==> src/rtl/gpin_pkg.sv <==
package gpin_pkg;

  localparam int REG_W      = 32;
  localparam int DRIVE_W    = 2;
  localparam int ALT_W      = 5;
  localparam int IRQ_MODE_W = 4;
  localparam int PMODE_W    = 2;

  // Field positions inside the configuration word.
  localparam int B_IN_EN    = 0;
  localparam int B_SCHMITT  = 1;
  localparam int B_DRIVE    = 2;
  localparam int B_PULL_UP  = 4;
  localparam int B_PULL_DN  = 5;
  localparam int B_OUT_EN   = 6;
  localparam int B_ALT      = 8;
  localparam int B_IRQ_MODE = 16;
  localparam int B_IRQ_CLR  = 20;
  localparam int B_IRQ_FLAG = 21;
  localparam int B_IRQ_MASK = 22;
  localparam int B_OUT_VAL  = 24;
  localparam int B_OUT_SET  = 25;
  localparam int B_OUT_CLR  = 26;
  localparam int B_IN_VAL   = 28;
  localparam int B_PMODE    = 30;

  typedef enum logic [PMODE_W-1:0] {
    PM_DIRECT     = 2'd0,
    PM_SETCLR     = 2'd1,
    PM_DMA_DIRECT = 2'd2,
    PM_DMA_SETCLR = 2'd3
  } pinMode_t;

  typedef struct packed {
    logic                  inEn;
    logic                  schmitt;
    logic [DRIVE_W-1:0]    drive;
    logic                  pullUp;
    logic                  pullDn;
    logic                  outEn;
    logic [ALT_W-1:0]      alt;
    logic [IRQ_MODE_W-1:0] irqMode;
    logic                  irqMask;
    pinMode_t              pinMode;
  } pinCfg_t;

  // Strobes from control to datapath, valid for one cycle.
  typedef struct packed {
    logic loadCfg;
    logic loadVal;
    logic valData;
    logic irqClr;
    logic irqEvent;
  } pinStrobe_t;

endpackage

==> src/rtl/gpin_ctrl.sv <==
module gpin_ctrl
  import gpin_pkg::*;
(
  input  logic                  wrEn,
  input  logic [REG_W-1:0]      wrData,
  input  pinMode_t              curMode,
  input  logic [IRQ_MODE_W-1:0] irqMode,
  input  logic                  dmaValid,
  input  logic                  dmaData,
  input  logic                  syncNow,
  input  logic                  syncLast,
  input  logic                  rawNow,
  input  logic                  rawLast,
  output pinCfg_t               newCfg,
  output pinStrobe_t            strobe
);

  pinMode_t                effMode;
  logic                    regSet, regClr, setReq, clrReq;
  logic                    isAsync, selNow, selLast, hit;
  logic [IRQ_MODE_W-2:0]   kind;
  logic                    unusedBits;

  assign unusedBits = ^{wrData[7], wrData[15:13], wrData[B_IRQ_FLAG], wrData[23], wrData[29:27]};

  // Decode of the written word into configuration fields.
  always_comb begin
    newCfg         = '0;
    newCfg.inEn    = wrData[B_IN_EN];
    newCfg.schmitt = wrData[B_SCHMITT];
    newCfg.drive   = wrData[B_DRIVE +: DRIVE_W];
    newCfg.pullUp  = wrData[B_PULL_UP];
    newCfg.pullDn  = wrData[B_PULL_DN];
    newCfg.outEn   = wrData[B_OUT_EN];
    newCfg.alt     = wrData[B_ALT +: ALT_W];
    newCfg.irqMode = wrData[B_IRQ_MODE +: IRQ_MODE_W];
    newCfg.irqMask = wrData[B_IRQ_MASK];
    newCfg.pinMode = pinMode_t'(wrData[B_PMODE +: PMODE_W]);
  end

  // Output source selection; the mode carried by a write governs its own cycle.
  always_comb begin
    effMode        = wrEn ? pinMode_t'(wrData[B_PMODE +: PMODE_W]) : curMode;
    regSet         = wrEn & wrData[B_OUT_SET];
    regClr         = wrEn & wrData[B_OUT_CLR];
    setReq         = 1'b0;
    clrReq         = 1'b0;
    strobe         = '0;
    strobe.loadCfg = wrEn;
    strobe.irqClr  = wrEn & wrData[B_IRQ_CLR];
    case (effMode)
      PM_DIRECT: begin
        strobe.loadVal = wrEn;
        strobe.valData = wrData[B_OUT_VAL];
      end
      PM_SETCLR: begin
        setReq = regSet;
        clrReq = regClr;
      end
      PM_DMA_DIRECT: begin
        strobe.loadVal = dmaValid;
        strobe.valData = dmaData;
      end
      default: begin
        setReq = regSet | (dmaValid & dmaData);
        clrReq = regClr | (dmaValid & ~dmaData);
      end
    endcase
    if (setReq || clrReq) begin
      strobe.loadVal = 1'b1;
      strobe.valData = setReq;   // set wins over clear
    end
    strobe.irqEvent = hit;
  end

  // Interrupt event detection from the stored mode.
  always_comb begin
    isAsync = irqMode[IRQ_MODE_W-1];
    kind    = irqMode[IRQ_MODE_W-2:0];
    selNow  = isAsync ? rawNow  : syncNow;
    selLast = isAsync ? rawLast : syncLast;
    case (kind)
      3'd0:    hit = selLast & ~selNow;
      3'd1:    hit = ~selLast & selNow;
      3'd2:    hit = ~selNow;
      3'd3:    hit = selNow;
      3'd4:    hit = ~isAsync & (selLast ^ selNow);
      default: hit = 1'b0;
    endcase
  end

endmodule

==> src/rtl/gpin_dp.sv <==
module gpin_dp
  import gpin_pkg::*;
#(
  parameter int SYNC_STAGES = 2
) (
  input  logic       clk,
  input  logic       rstN,
  input  pinCfg_t    newCfg,
  input  pinStrobe_t strobe,
  input  logic       padIn,
  output pinCfg_t    cfg,
  output logic       outVal,
  output logic       irqFlag,
  output logic       syncNow,
  output logic       syncLast,
  output logic       rawLast
);

  logic [SYNC_STAGES-1:0] syncQ;

  always_ff @(posedge clk or negedge rstN) begin
    if (!rstN) begin
      cfg <= '0;
    end else if (strobe.loadCfg) begin
      cfg <= newCfg;
    end
  end

  always_ff @(posedge clk or negedge rstN) begin
    if (!rstN) begin
      outVal <= 1'b0;
    end else if (strobe.loadVal) begin
      outVal <= strobe.valData;
    end
  end

  // Sticky flag; a clear beats a same-cycle event.
  always_ff @(posedge clk or negedge rstN) begin
    if (!rstN) begin
      irqFlag <= 1'b0;
    end else if (strobe.irqClr) begin
      irqFlag <= 1'b0;
    end else if (strobe.irqEvent) begin
      irqFlag <= 1'b1;
    end
  end

  generate
    if (SYNC_STAGES == 1) begin : g_syncOne
      always_ff @(posedge clk or negedge rstN) begin
        if (!rstN) syncQ <= '0;
        else       syncQ <= padIn;
      end
    end else begin : g_syncChain
      always_ff @(posedge clk or negedge rstN) begin
        if (!rstN) syncQ <= '0;
        else       syncQ <= {syncQ[SYNC_STAGES-2:0], padIn};
      end
    end
  endgenerate

  assign syncNow = syncQ[SYNC_STAGES-1];

  always_ff @(posedge clk or negedge rstN) begin
    if (!rstN) begin
      syncLast <= 1'b0;
      rawLast  <= 1'b0;
    end else begin
      syncLast <= syncNow;
      rawLast  <= padIn;
    end
  end

endmodule

==> src/rtl/gpin_cell.sv <==
module gpin_cell
  import gpin_pkg::*;
#(
  parameter int SYNC_STAGES = 2
) (
  input  logic               clk,
  input  logic               rstN,
  input  logic               wrEn,
  input  logic [REG_W-1:0]   wrData,
  output logic [REG_W-1:0]   rdData,
  input  logic               padIn,
  input  logic               dmaValid,
  input  logic               dmaData,
  output logic               padInEn,
  output logic               padSchmitt,
  output logic [DRIVE_W-1:0] padDrive,
  output logic               padPullUp,
  output logic               padPullDown,
  output logic               padOutEn,
  output logic               padOut,
  output logic [ALT_W-1:0]   altSel,
  output logic               irqOut
);

  pinCfg_t    cfg, newCfg;
  pinStrobe_t strobe;
  logic       outVal, irqFlag, syncNow, syncLast, rawLast;

  gpin_ctrl u_ctrl (
    .wrEn     (wrEn),
    .wrData   (wrData),
    .curMode  (cfg.pinMode),
    .irqMode  (cfg.irqMode),
    .dmaValid (dmaValid),
    .dmaData  (dmaData),
    .syncNow  (syncNow),
    .syncLast (syncLast),
    .rawNow   (padIn),
    .rawLast  (rawLast),
    .newCfg   (newCfg),
    .strobe   (strobe)
  );

  gpin_dp #(.SYNC_STAGES(SYNC_STAGES)) u_dp (
    .clk      (clk),
    .rstN     (rstN),
    .newCfg   (newCfg),
    .strobe   (strobe),
    .padIn    (padIn),
    .cfg      (cfg),
    .outVal   (outVal),
    .irqFlag  (irqFlag),
    .syncNow  (syncNow),
    .syncLast (syncLast),
    .rawLast  (rawLast)
  );

  assign padInEn     = cfg.inEn;
  assign padSchmitt  = cfg.schmitt;
  assign padDrive    = cfg.drive;
  assign padPullUp   = cfg.pullUp;
  assign padPullDown = cfg.pullDn;
  assign padOutEn    = cfg.outEn;
  assign altSel      = cfg.alt;
  assign padOut      = outVal;
  assign irqOut      = irqFlag & ~cfg.irqMask;

  always_comb begin
    rdData                             = '0;
    rdData[B_IN_EN]                    = cfg.inEn;
    rdData[B_SCHMITT]                  = cfg.schmitt;
    rdData[B_DRIVE +: DRIVE_W]         = cfg.drive;
    rdData[B_PULL_UP]                  = cfg.pullUp;
    rdData[B_PULL_DN]                  = cfg.pullDn;
    rdData[B_OUT_EN]                   = cfg.outEn;
    rdData[B_ALT +: ALT_W]             = cfg.alt;
    rdData[B_IRQ_MODE +: IRQ_MODE_W]   = cfg.irqMode;
    rdData[B_IRQ_FLAG]                 = irqFlag;
    rdData[B_IRQ_MASK]                 = cfg.irqMask;
    rdData[B_OUT_VAL]                  = outVal;
    rdData[B_IN_VAL]                   = cfg.inEn & syncNow;
    rdData[B_PMODE +: PMODE_W]         = cfg.pinMode;
  end

endmodule

==> config.mk <==
export PLATFORM = sky130hd
export DESIGN_NAME = gpin_cell
export DESIGN_NICKNAME = d
export VERILOG_FILES = /design/src/rtl/gpin_pkg.sv /design/src/rtl/gpin_ctrl.sv /design/src/rtl/gpin_dp.sv /design/src/rtl/gpin_cell.sv
export SDC_FILE = /design/constraint.sdc
export NUM_CORES = 1
export LEC_CHECK = 0
export BUFFER_PORTS_ARGS = -buffer_cell sky130_fd_sc_hd__buf_2
export CAP_MARGIN = 25
export CORE_ASPECT_RATIO = 0.6
export CORE_UTILIZATION = 38
export DETAILED_ROUTE_END_ITERATION = 10
export PLACE_DENSITY = 0.85
export SYNTH_ARGS = -nofsm -noshare
export SYNTH_HDL_FRONTEND = slang
export SYNTH_SLANG_ARGS = --single-unit
==> constraint.sdc <==
create_clock -name clk -period 5 [get_ports clk]
set_clock_uncertainty 0.2 [all_clocks]
set_input_delay 0.75 -clock clk [delete_from_list [all_inputs] [get_ports clk]]
set_output_delay 0.75 -clock clk [all_outputs]
set_load 0.03 [all_outputs]
After elaboration in Yosys (flattened, before gate mapping). Index checks and enable logic that the tools add are counted.

Output and inout bits: 46. Word-level logic and storage cells: 54. Bits in registers: 25.

Reductions and logical operators: 5. Bitwise operators: 18. Equal/unequal tests: 6. Multiplexer cells: 10.

Operator list (count): 1-bit AND (10); 3-bit by 2-bit == test with 1-bit output (second input constant) (2); 1-bit inverter (5); 1-bit one-hot mux with 5 select lines (1); 1-bit two-way mux (4); 2-bit two-way mux (2); 1-bit one-hot mux with 2 select lines (2); 2-bit one-hot mux with 2 select lines (1); 3-bit by 1-bit == test with 1-bit output (second input constant) (1); 3-bit == test (second input constant) (1); 3-bit logical NOT (1); 2-bit by 1-bit == test with 1-bit output (second input constant) (1); 2-bit == test (second input constant) (1); 2-bit logical NOT (1); 1-bit bitwise OR (2); 2-bit nonzero test (1); 2-bit OR reduction (1); 1-bit logical OR (1); 1-bit XOR (1).

Depth between registers and ports, before layout. Gate-level depths: netlist of run 1.

Depth in word-level cells: 6. Depth in mapped cells: 6. Gate-level depth less buffers: 6.

Modules after synthesis. Synthesis of run 1 repeated with hierarchy kept, for this count alone.

Cells, all modules: 122. Area, all modules: 1470.2 um^2.

Modules (own cells, without submodules): gpin_dp (instances 1, area each 904.6 um^2, sequential area each 600.6 um^2, cells an instance 47); gpin_ctrl (instances 1, area each 361.6 um^2, sequential area each 0.0 um^2, cells an instance 48); gpin_cell (instances 1, area each 203.9 um^2, sequential area each 0.0 um^2, cells an instance 27).

Worst setup path after synthesis of run 1. Ideal clock, no wire load.

Path type: in2reg. Start point: input padIn. End point: register u_dp.irqFlag. Arrival: 1.658 ns. Slack: 3.012 ns. Cell stages on the path: 6. Library setup time: 0.130 ns. Required time: 4.670 ns. Path through: mux2i_1 > inv_1 > ha_1 > mux2_2 > o21ai_0 > o32ai_1.

Longest elaborated chain between the ends: 5. Elaborated cells on any way between the ends: 8. Those cells by class: mux (2); bitwise (5); reduce/logical (1).

Ends and longest elaborated chain: from (decl) (line gpin_cell.sv:11) `input logic padIn,`; 1-bit two-way mux * (line gpin_ctrl.sv:80) `selNow = isAsync ? rawNow : syncNow;`; 1-bit XOR or 1-bit inverter (tied branches) (line gpin_ctrl.sv:87, gpin_ctrl.sv:83, gpin_ctrl.sv:85); 1-bit AND, on equally long branches (line gpin_ctrl.sv:87, gpin_ctrl.sv:83); 1-bit one-hot mux with 5 select lines * (line gpin_ctrl.sv:82) `case (kind)`; 2-bit nonzero test (no source line) *; to (signal assigned) (line gpin_dp.sv:40) `irqFlag <= 1'b0;`; to (signal assigned) (line gpin_dp.sv:42) `irqFlag <= 1'b0;`; to (signal assigned) (line gpin_dp.sv:44) `irqFlag <= 1'b1;`; to (decl) (line gpin_dp.sv:13) `output logic irqFlag,`.

Mark *: on every way between the ends. The rest lies on a longest branch, timed or not. A chain may end at the register's enable or synchronous reset.

Final worst setup path of run 1.
Start point: input wrEn. End point: register u_dp.outVal.

Longest elaborated chain between the ends: 6. Elaborated cells on any way between the ends: 14. Those cells by class: eq/ne (2); mux (5); bitwise (4); reduce/logical (3).

Ends and longest elaborated chain: from (decl) (line gpin_cell.sv:8) `input logic wrEn,`; 2-bit two-way mux (line gpin_ctrl.sv:43) `effMode = wrEn ? pinMode_t'(wrData[B_PMODE +: PMODE_W]) : curMode;`; 2-bit == test or 2-bit logical NOT (tied branches) (line gpin_ctrl.sv:51) `case (effMode)`; 2-bit OR reduction (no source line); 1-bit one-hot mux with 2 select lines (line gpin_ctrl.sv:51); 1-bit logical OR (line gpin_ctrl.sv:69) `if (setReq || clrReq) begin`; 2-bit two-way mux * (line gpin_ctrl.sv:69); to (signal assigned) (line gpin_dp.sv:33) `outVal <= strobe.valData;`; to (decl) (line gpin_dp.sv:12) `output logic outVal,`.

Marked as above.

==> results.ini, run 1 <==
[timing]
final_max_slew_viol_count=0
slew_headroom=0.6404
fmax_ghz=0.5030
tns_ns=0
final-setup-viol-count=0
fin_crit_ns=1.988
setup_slack_ns=3.012
finalCritPeriodShare=0.3976
hold-worst-slack_ns=0.2029
tightest_slew_ns=0.5395
rsz0062_at_grt=no
hold_viol=0

[worst_setup_path]
cp_max_fo=25
ff2ff_path_depth=6
crit_type=input pin to flop
cp.required_ns=5.00
crit_arrival_ns=1.98
r2r_end=u_dp.irqFlag$_DFFE_PN0P_
r2r-start=u_dp.cfg[6]$_DFFE_PN0P_
cp-start-kind=input pin
end_kind=flop
rrSetupSlack_ns=3.09

[synthesis]
avgSynthCellArea_um2=12.20
seq_area_frac_synth=0.4873
synth_top_cell_area_share=0.4873
synthArstFlopShare=1.000
synth.ff_latch_count=24
synthFlopType=dfrtp_1
synth.distinct_cells=24
synth_warnings=0
netlist_area_um2=1232
synth_largest_area_cell=dfrtp_1
synth_edf_count=0
synthesis.instances=101
synth.area.top_cells=dfrtp_1 (49%), mux2_2 (17%), buf_4 (15%), ha_1 (2.0%), mux2i_1 (1.6%)

[final_layout]
final_cell_area_um2=1509
final_nets=192
drive_gt1_frac=0.5828
diodes=0
finalCoreUtilization=0.5057
stdcell_count=193
area_growth_pct=22.44

[detailed_routing]
drt_iter0_markers=54
m1WireLength_um=1085
dr_total_vias=867
route.met2.wl_um=996
top_layer_used=met4
drtPass1Iterations=4
dr_wl_met3_um=138
drc=0
drtAntennaViolNets=0
avgRoutedWirePerCell_um=11.59
routed_wl_um=2237
viasPerCell=4.492

[power]
vdd_drop_max_v=0.0001702
fin_total_pwr_uw=564.5
p_leak_nw=0.7815
power.density_nw_per_um2=374.1

[placed_design]
dpl-instance-area_um2=1438
dpl.cell_count=189
place_hpwl_um=1645
port_buffers=64
pre_cts_ws_ns=2.730
place_congestion=0.6151

[floorplanning]
coreArea_um2=2984
dieArea_um2=3483
row_count=15
initial_utilization=0.4130
dieWidth_um=75.52
die_y_um=46.12
io_pins=84

[clocking]
post_cts_resized=0
h-tree-depth=1
cts.sinks=24
cts.clk_slew.worst_paths_ns=0.09
root_buffer=clkbuf_8
cts_buffers=3
postCtsSetupBuffers=0
holdBufCountCts=0
clk_latency_ns=0.26
clock_path_buffers=2
tritoncts=built

[grt]
track_usage=0.1333
antenna_found_initial=0
grt_pass1_wl_um=3325
grt_start_max_net_pins=26
grt_pass1_vias=727
grt_remaining_overflow=0

[worst_hold_path]
min_path_type=flop to flop
hold_path_depth=0
worstHoldStart=u_dp.syncQ[0]$_DFF_PN0_
min_to=u_dp.syncQ[1]$_DFF_PN0_

[status]
status=finished, final reports clean

[flow_run]
maxCapViolCount=0

## cells in the final DEF, fill, tap and decap left out, types with 3 or more instances in the layout
cell	netlist	final
conb_1	1	10
mux2_2	19	19
clkbuf_8	0	3
buf_2	2	64
a21oi_1	3	3
nor2b_1	3	3
dfrtp_1	24	24
inv_1	3	3
## cell usage after synthesis (2+ instances only)
| cell type | number |
|---|---|
| mux2_2 | 19 |
| nor3b_1 | 2 |
| inv_1 | 3 |
| and3_1 | 2 |
| ha_1 | 2 |
| nor2b_1 | 3 |
| buf_2 | 2 |
| a21oi_1 | 3 |
| mux2i_1 | 2 |
| o21ai_0 | 2 |
| dfrtp_1 | 24 |
| and2_1 | 2 |
| buf_4 | 24 |
## critical path, cell delays in order
cell     delay, ns
buf_2         0.42
mux2_4        0.36
a221o_1       0.34
nand4_1       0.10
## registers in the layout (all words and copies together) (netlist names)
signal and cells:
u_dp.syncLast 1, u_dp.syncQ 2, u_dp.cfg 19, u_dp.irqFlag 1
u_dp.outVal 1
## routing by layer
layer / up-vias / GRT usage
met5: - / 0
met4: 0 / 0.02222
met3: 2 / 0.03282
met2: 47 / 0.2357
met1: 407 / 0.1708
li1: 411 / -
## how the worst max path moves through the flow
stage               startpoint                        to  slack, ns  depth (start not counted)
global placement          wrEn   u_dp.outVal$_DFFE_PN0P_       2.76                          4
finish                    wrEn   u_dp.outVal$_DFFE_PN0P_       3.01                          4
CTS                       wrEn   u_dp.outVal$_DFFE_PN0P_       3.01                          4
detailed placement       padIn  u_dp.irqFlag$_DFFE_PN0P_       2.73                          7
floorplan                padIn  u_dp.irqFlag$_DFFE_PN0P_       3.01                          6
global route             padIn  u_dp.irqFlag$_DFFE_PN0P_       2.89                          7
## logic make-up (layout without fill, tap and decap cells)
group	count (synthesis)	in the layout	share of synthesized area
AOI/OAI and AO/OA	7	7	0.03553
DFF	24	24	0.4873
buffers and inverters	30	71	0.1726
adders and majority gates	2	2	0.02030
and+or+nand+nor	15	15	0.07918
muxes	22	22	0.2020
other	1	10	0.003043
## final cells by class
cell class                      instances  area (µm²)
Sequential cell                        24       600.6
Clock inverter                          1       30.03
Tap cell                               42       52.55
Fill cell                             271        1475
Timing Repair Buffer                   64       320.3
Inverter                                3       11.26
Clock buffer                            3       41.29
Multi-Input combinational cell         56       452.9
## report_power, final
group / leakage, nW / switching [mW] / internal, mW
clock: 0.0357 / 0.0613 / 0.107
combinational: 0.465 / 0.110 / 0.0547
sequential: 0.281 / 0.0176 / 0.214
(Power assumes the default switching activity.)
==> run 2: changes to the inputs <==
Settings changed: ABC_AREA set to 1, CORE_UTILIZATION 38 to 37, PLACE_DENSITY 0.85 to 0.86.
Clock period 5 ns to 1.75 ns, I/O delays scaled along.
==> run 2 against run 1 <==
Sequential power grew to 2.8 times the previous value. Hold slack worse by 0.19 ns. Sequential share of layout area decreased by 5.0 points. Non-clock buffer count up 19. Critical path type is now flop to flop. Highest routed layer unchanged. Routed wire length increased by 27%. Largest power group unchanged. Clock-buffer cell count is 1 higher. Cell count rose by 42%. Power grew to 2.7 times the previous value. Global-route usage is 2.1 points higher.
==> results.ini, run 2 <==
[synthesis]
synth_largest_area_cell=dfrtp_1
synthFlopType=dfrtp_1
synth_edf_count=0  ; unchanged
seq_area_frac_synth=0.4752  ; -0.01206
synthesis.instances=161  ; +59%
synthArstFlopShare=1.000  ; unchanged
synth_top_cell_area_share=0.4752  ; -0.01206
synth.distinct_cells=16  ; -33%
synth.ff_latch_count=24  ; unchanged
netlist_area_um2=1264  ; +2.5%
synthTopCellsByCount=nand2_1 (65), buf_4 (25), dfrtp_1 (24), inv_1 (14), o21ai_0 (8)
synth.area.top_cells=dfrtp_1 (48%), nand2_1 (19%), buf_4 (15%), inv_1 (4.2%), o21ai_0 (3.2%)
avgSynthCellArea_um2=7.849  ; -36%
yosysMostFrequentCell=nand2_1
synth_warnings=0  ; unchanged

[status]
status=finished, final reports clean

[worst_setup_path]
cpLargestDelayFamily=simple AND/OR/NAND/NOR gates
end_kind=flop
crit_arrival_ns=1.67  ; -0.31 ns
critPathBufInv=1  ; unchanged
cp-start-kind=flop
r2r_end=u_dp.irqFlag$_DFFE_PN0P_
crit_type=flop to flop
cp_common_cell=nand2_1
max_stage_delay_ns=0.45  ; +0.03 ns
ff2ff_path_depth=11  ; +5
rrSetupSlack_ns=0.04  ; -3.05 ns
crit_slowest_cell=dfrtp_2
cp_max_fo=4  ; -84%
cp.required_ns=1.71  ; -3.29 ns
worstSetupPathDepth=11  ; +7
crit_chain=buf_12 -> nand2_1 -> nand2_2 -> ha_1 -> nor2_1 -> nand3_1 -> nand2_1 -> nor2_2 -> nand2_1 -> nand2_1 -> nand2_1
r2r-start=u_dp.cfg[6]$_DFFE_PN0P_

[timing]
finalCritPeriodShare=0.9780
tightest_slew_ns=0.5342  ; -0.005297 ns
fin_crit_ns=1.711
fmax_ghz=0.5843
final_max_slew_viol_count=0  ; unchanged
rsz0062_at_grt=yes
hold-worst-slack_ns=0.008478  ; -0.1944 ns
slew_headroom=0.6439  ; +0.003531
hold_viol=0  ; unchanged
final-setup-viol-count=0  ; unchanged
setup_slack_ns=0.03850  ; -2.973 ns

[flow_run]
maxCapViolCount=0  ; unchanged

[placed_design]
dpl.cell_count=253  ; +34%
place_congestion=0.7078  ; +15%
dpl-instance-area_um2=1495  ; +4.0%
place_hpwl_um=1945  ; +18%
port_buffers=64  ; unchanged
pre_cts_ws_ns=0.01901  ; -2.711 ns

[clocking]
root_buffer=clkbuf_8
cts_buffers=3  ; unchanged
post_cts_resized=0  ; unchanged
clk_latency_ns=0.27  ; about the same
clock_path_buffers=2  ; unchanged
cts.clk_slew.worst_paths_ns=0.08  ; about the same
cts.sinks=24  ; unchanged
h-tree-depth=1  ; unchanged
tritoncts=built

[power]
power.density_nw_per_um2=883.9  ; +140%
power_switching_uw=560.4  ; +200%
p_leak_nw=1.021  ; +31%
seqPwrFrac=0.427  ; +0.016
p_int_uw=969.1  ; +160%
clockPowerShare=0.246  ; -0.052
switching_share=0.3664  ; +0.03220
p_comb_frac=0.327  ; +0.036
vdd_drop_max_v=0.0004599  ; +170%

[final_layout]
final_common_cell=nand2_1
stdcell_count=274  ; +42%
layout_common_cells=nand2_1 (65), buf_2 (64), dfrtp_1 (23)
top_register=u_dp.cfg
reg_top3=u_dp.cfg (19), u_dp.syncQ (2)
nFillCells=318  ; +17%
area_growth_pct=36.93
final_nets=270  ; +41%
drive_gt1_frac=0.3406  ; -0.2422
largest_reg_flops=19  ; unchanged
multi_input_area_um2=445.4  ; -1.7%
final_cell_area_um2=1730  ; +15%
seq_area_um2=601.8  ; +0.21%
diodes=0  ; unchanged

[grt]
grt_start_max_net_pins=25  ; -3.8%
grt_pass1_vias=949  ; +31%
grt_pass1_wl_um=4250  ; +28%
antenna_found_initial=0  ; unchanged
grt_remaining_overflow=0  ; unchanged
track_usage=0.1546  ; +0.02126

[worst_hold_path]
worstHoldStart=wrData[1]
min_to=u_dp.cfg[17]$_DFFE_PN0P_
min_path_type=input pin to flop
hold_path_depth=3  ; +3

[floorplanning]
dieWidth_um=77.45  ; +2.5%
die_y_um=47.27  ; +2.5%
row_count=16  ; +1
initial_utilization=0.3873  ; -0.02573
io_pins=84  ; unchanged
dieArea_um2=3661  ; +5.1%
coreArea_um2=3263  ; +9.4%

[detailed_routing]
drtAntennaViolNets=0  ; unchanged
dr_total_vias=1173  ; +35%
drc=0  ; unchanged
drt_iter0_markers=58  ; +7.4%
routed_wl_um=2845  ; +27%
viasPerCell=4.281  ; -4.7%
avgRoutedWirePerCell_um=10.38  ; -10%
drtPass1Iterations=4  ; unchanged

## run 2: worst max path at each step
stage | from | slack, ns | to
final | u_dp.cfg[6]$_DFFE_PN0P_ | 0.04 | u_dp.irqFlag$_DFFE_PN0P_
after global routing | u_dp.cfg[6]$_DFFE_PN0P_ | -0.08 | u_dp.irqFlag$_DFFE_PN0P_
after CTS | u_dp.cfg[6]$_DFFE_PN0P_ | 0.002 | u_dp.irqFlag$_DFFE_PN0P_
after detailed placement | u_dp.cfg[6]$_DFFE_PN0P_ | 0.02 | u_dp.irqFlag$_DFFE_PN0P_
after global placement | u_dp.cfg[6]$_DFFE_PN0P_ | 0.07 | u_dp.irqFlag$_DFFE_PN0P_
after floorplan | u_dp.cfg[6]$_DFFE_PN0P_ | -0.006 | u_dp.irqFlag$_DFFE_PN0P_
## run 2: worst reg2reg max path, stage by stage (launching register included)
cell and delay, ns:
dfrtp_2 0.45, buf_12 0.14, nand2_1 0.06, nand2_2 0.06, ha_1 0.27, nor2_1 0.04
nand3_1 0.05, nand2_1 0.06, nor2_2 0.12, nand2_1 0.06, nand2_1 0.05, nand2_1 0.04
## run 2: cell families after synthesis
family | synth area share
AOI/OAI and AO/OA | 0.03168
DFF | 0.4753
adders and majority gates | 0.01980
buffers and inverters | 0.2040
other | 0.002967
and+or+nand+nor | 0.2663
## run 2: layer usage
layer	up-vias	wire, µm	global-route usage
li1	588	-	-
met2	47	1340	0.2779
met3	2	155	0.04078
met1	536	1340	0.1943
met5	-	0	0
met4	0	8	0.03396
## run 2: stage by stage
stage / setup TNS [ns] / power, mW / util
floorplan: -0.005532 / 1.041 / -
global placement: 0 / 1.120 / 0.4582
detailed placement: 0 / 1.128 / 0.4582
CTS: 0 / 1.541 / 0.5242
global route: -0.08068 / 1.631 / 0.5303
finish: 0 / 1.529 / 0.5303
## run 2: final cells by class
type | count | share of cell area
sequential | 24 | 0.3478
timing repair buffer | 83 | 0.2979
multi-input combinational | 103 | 0.2574
inverter | 15 | 0.03254
tap | 45 | 0.03254
clock buffer | 4 | 0.03181
## run 2: power groups by stage
stage | logic [mW] | clock network, mW | registers, mW
after global placement | 0.457 | 0 | 0.663
final | 0.500 | 0.376 | 0.654
after detailed placement | 0.463 | 0 | 0.665
after floorplan | 0.293 | 0 | 0.748
after CTS | 0.491 | 0.395 | 0.655
after global routing | 0.544 | 0.424 | 0.664
## run 2: what timing repair did
item	in CTS	in global routing
setup buffers	0	1
endpoints found under the hold margin	39	0
hold buffers	16	0
setup endpoints to repair	0	1
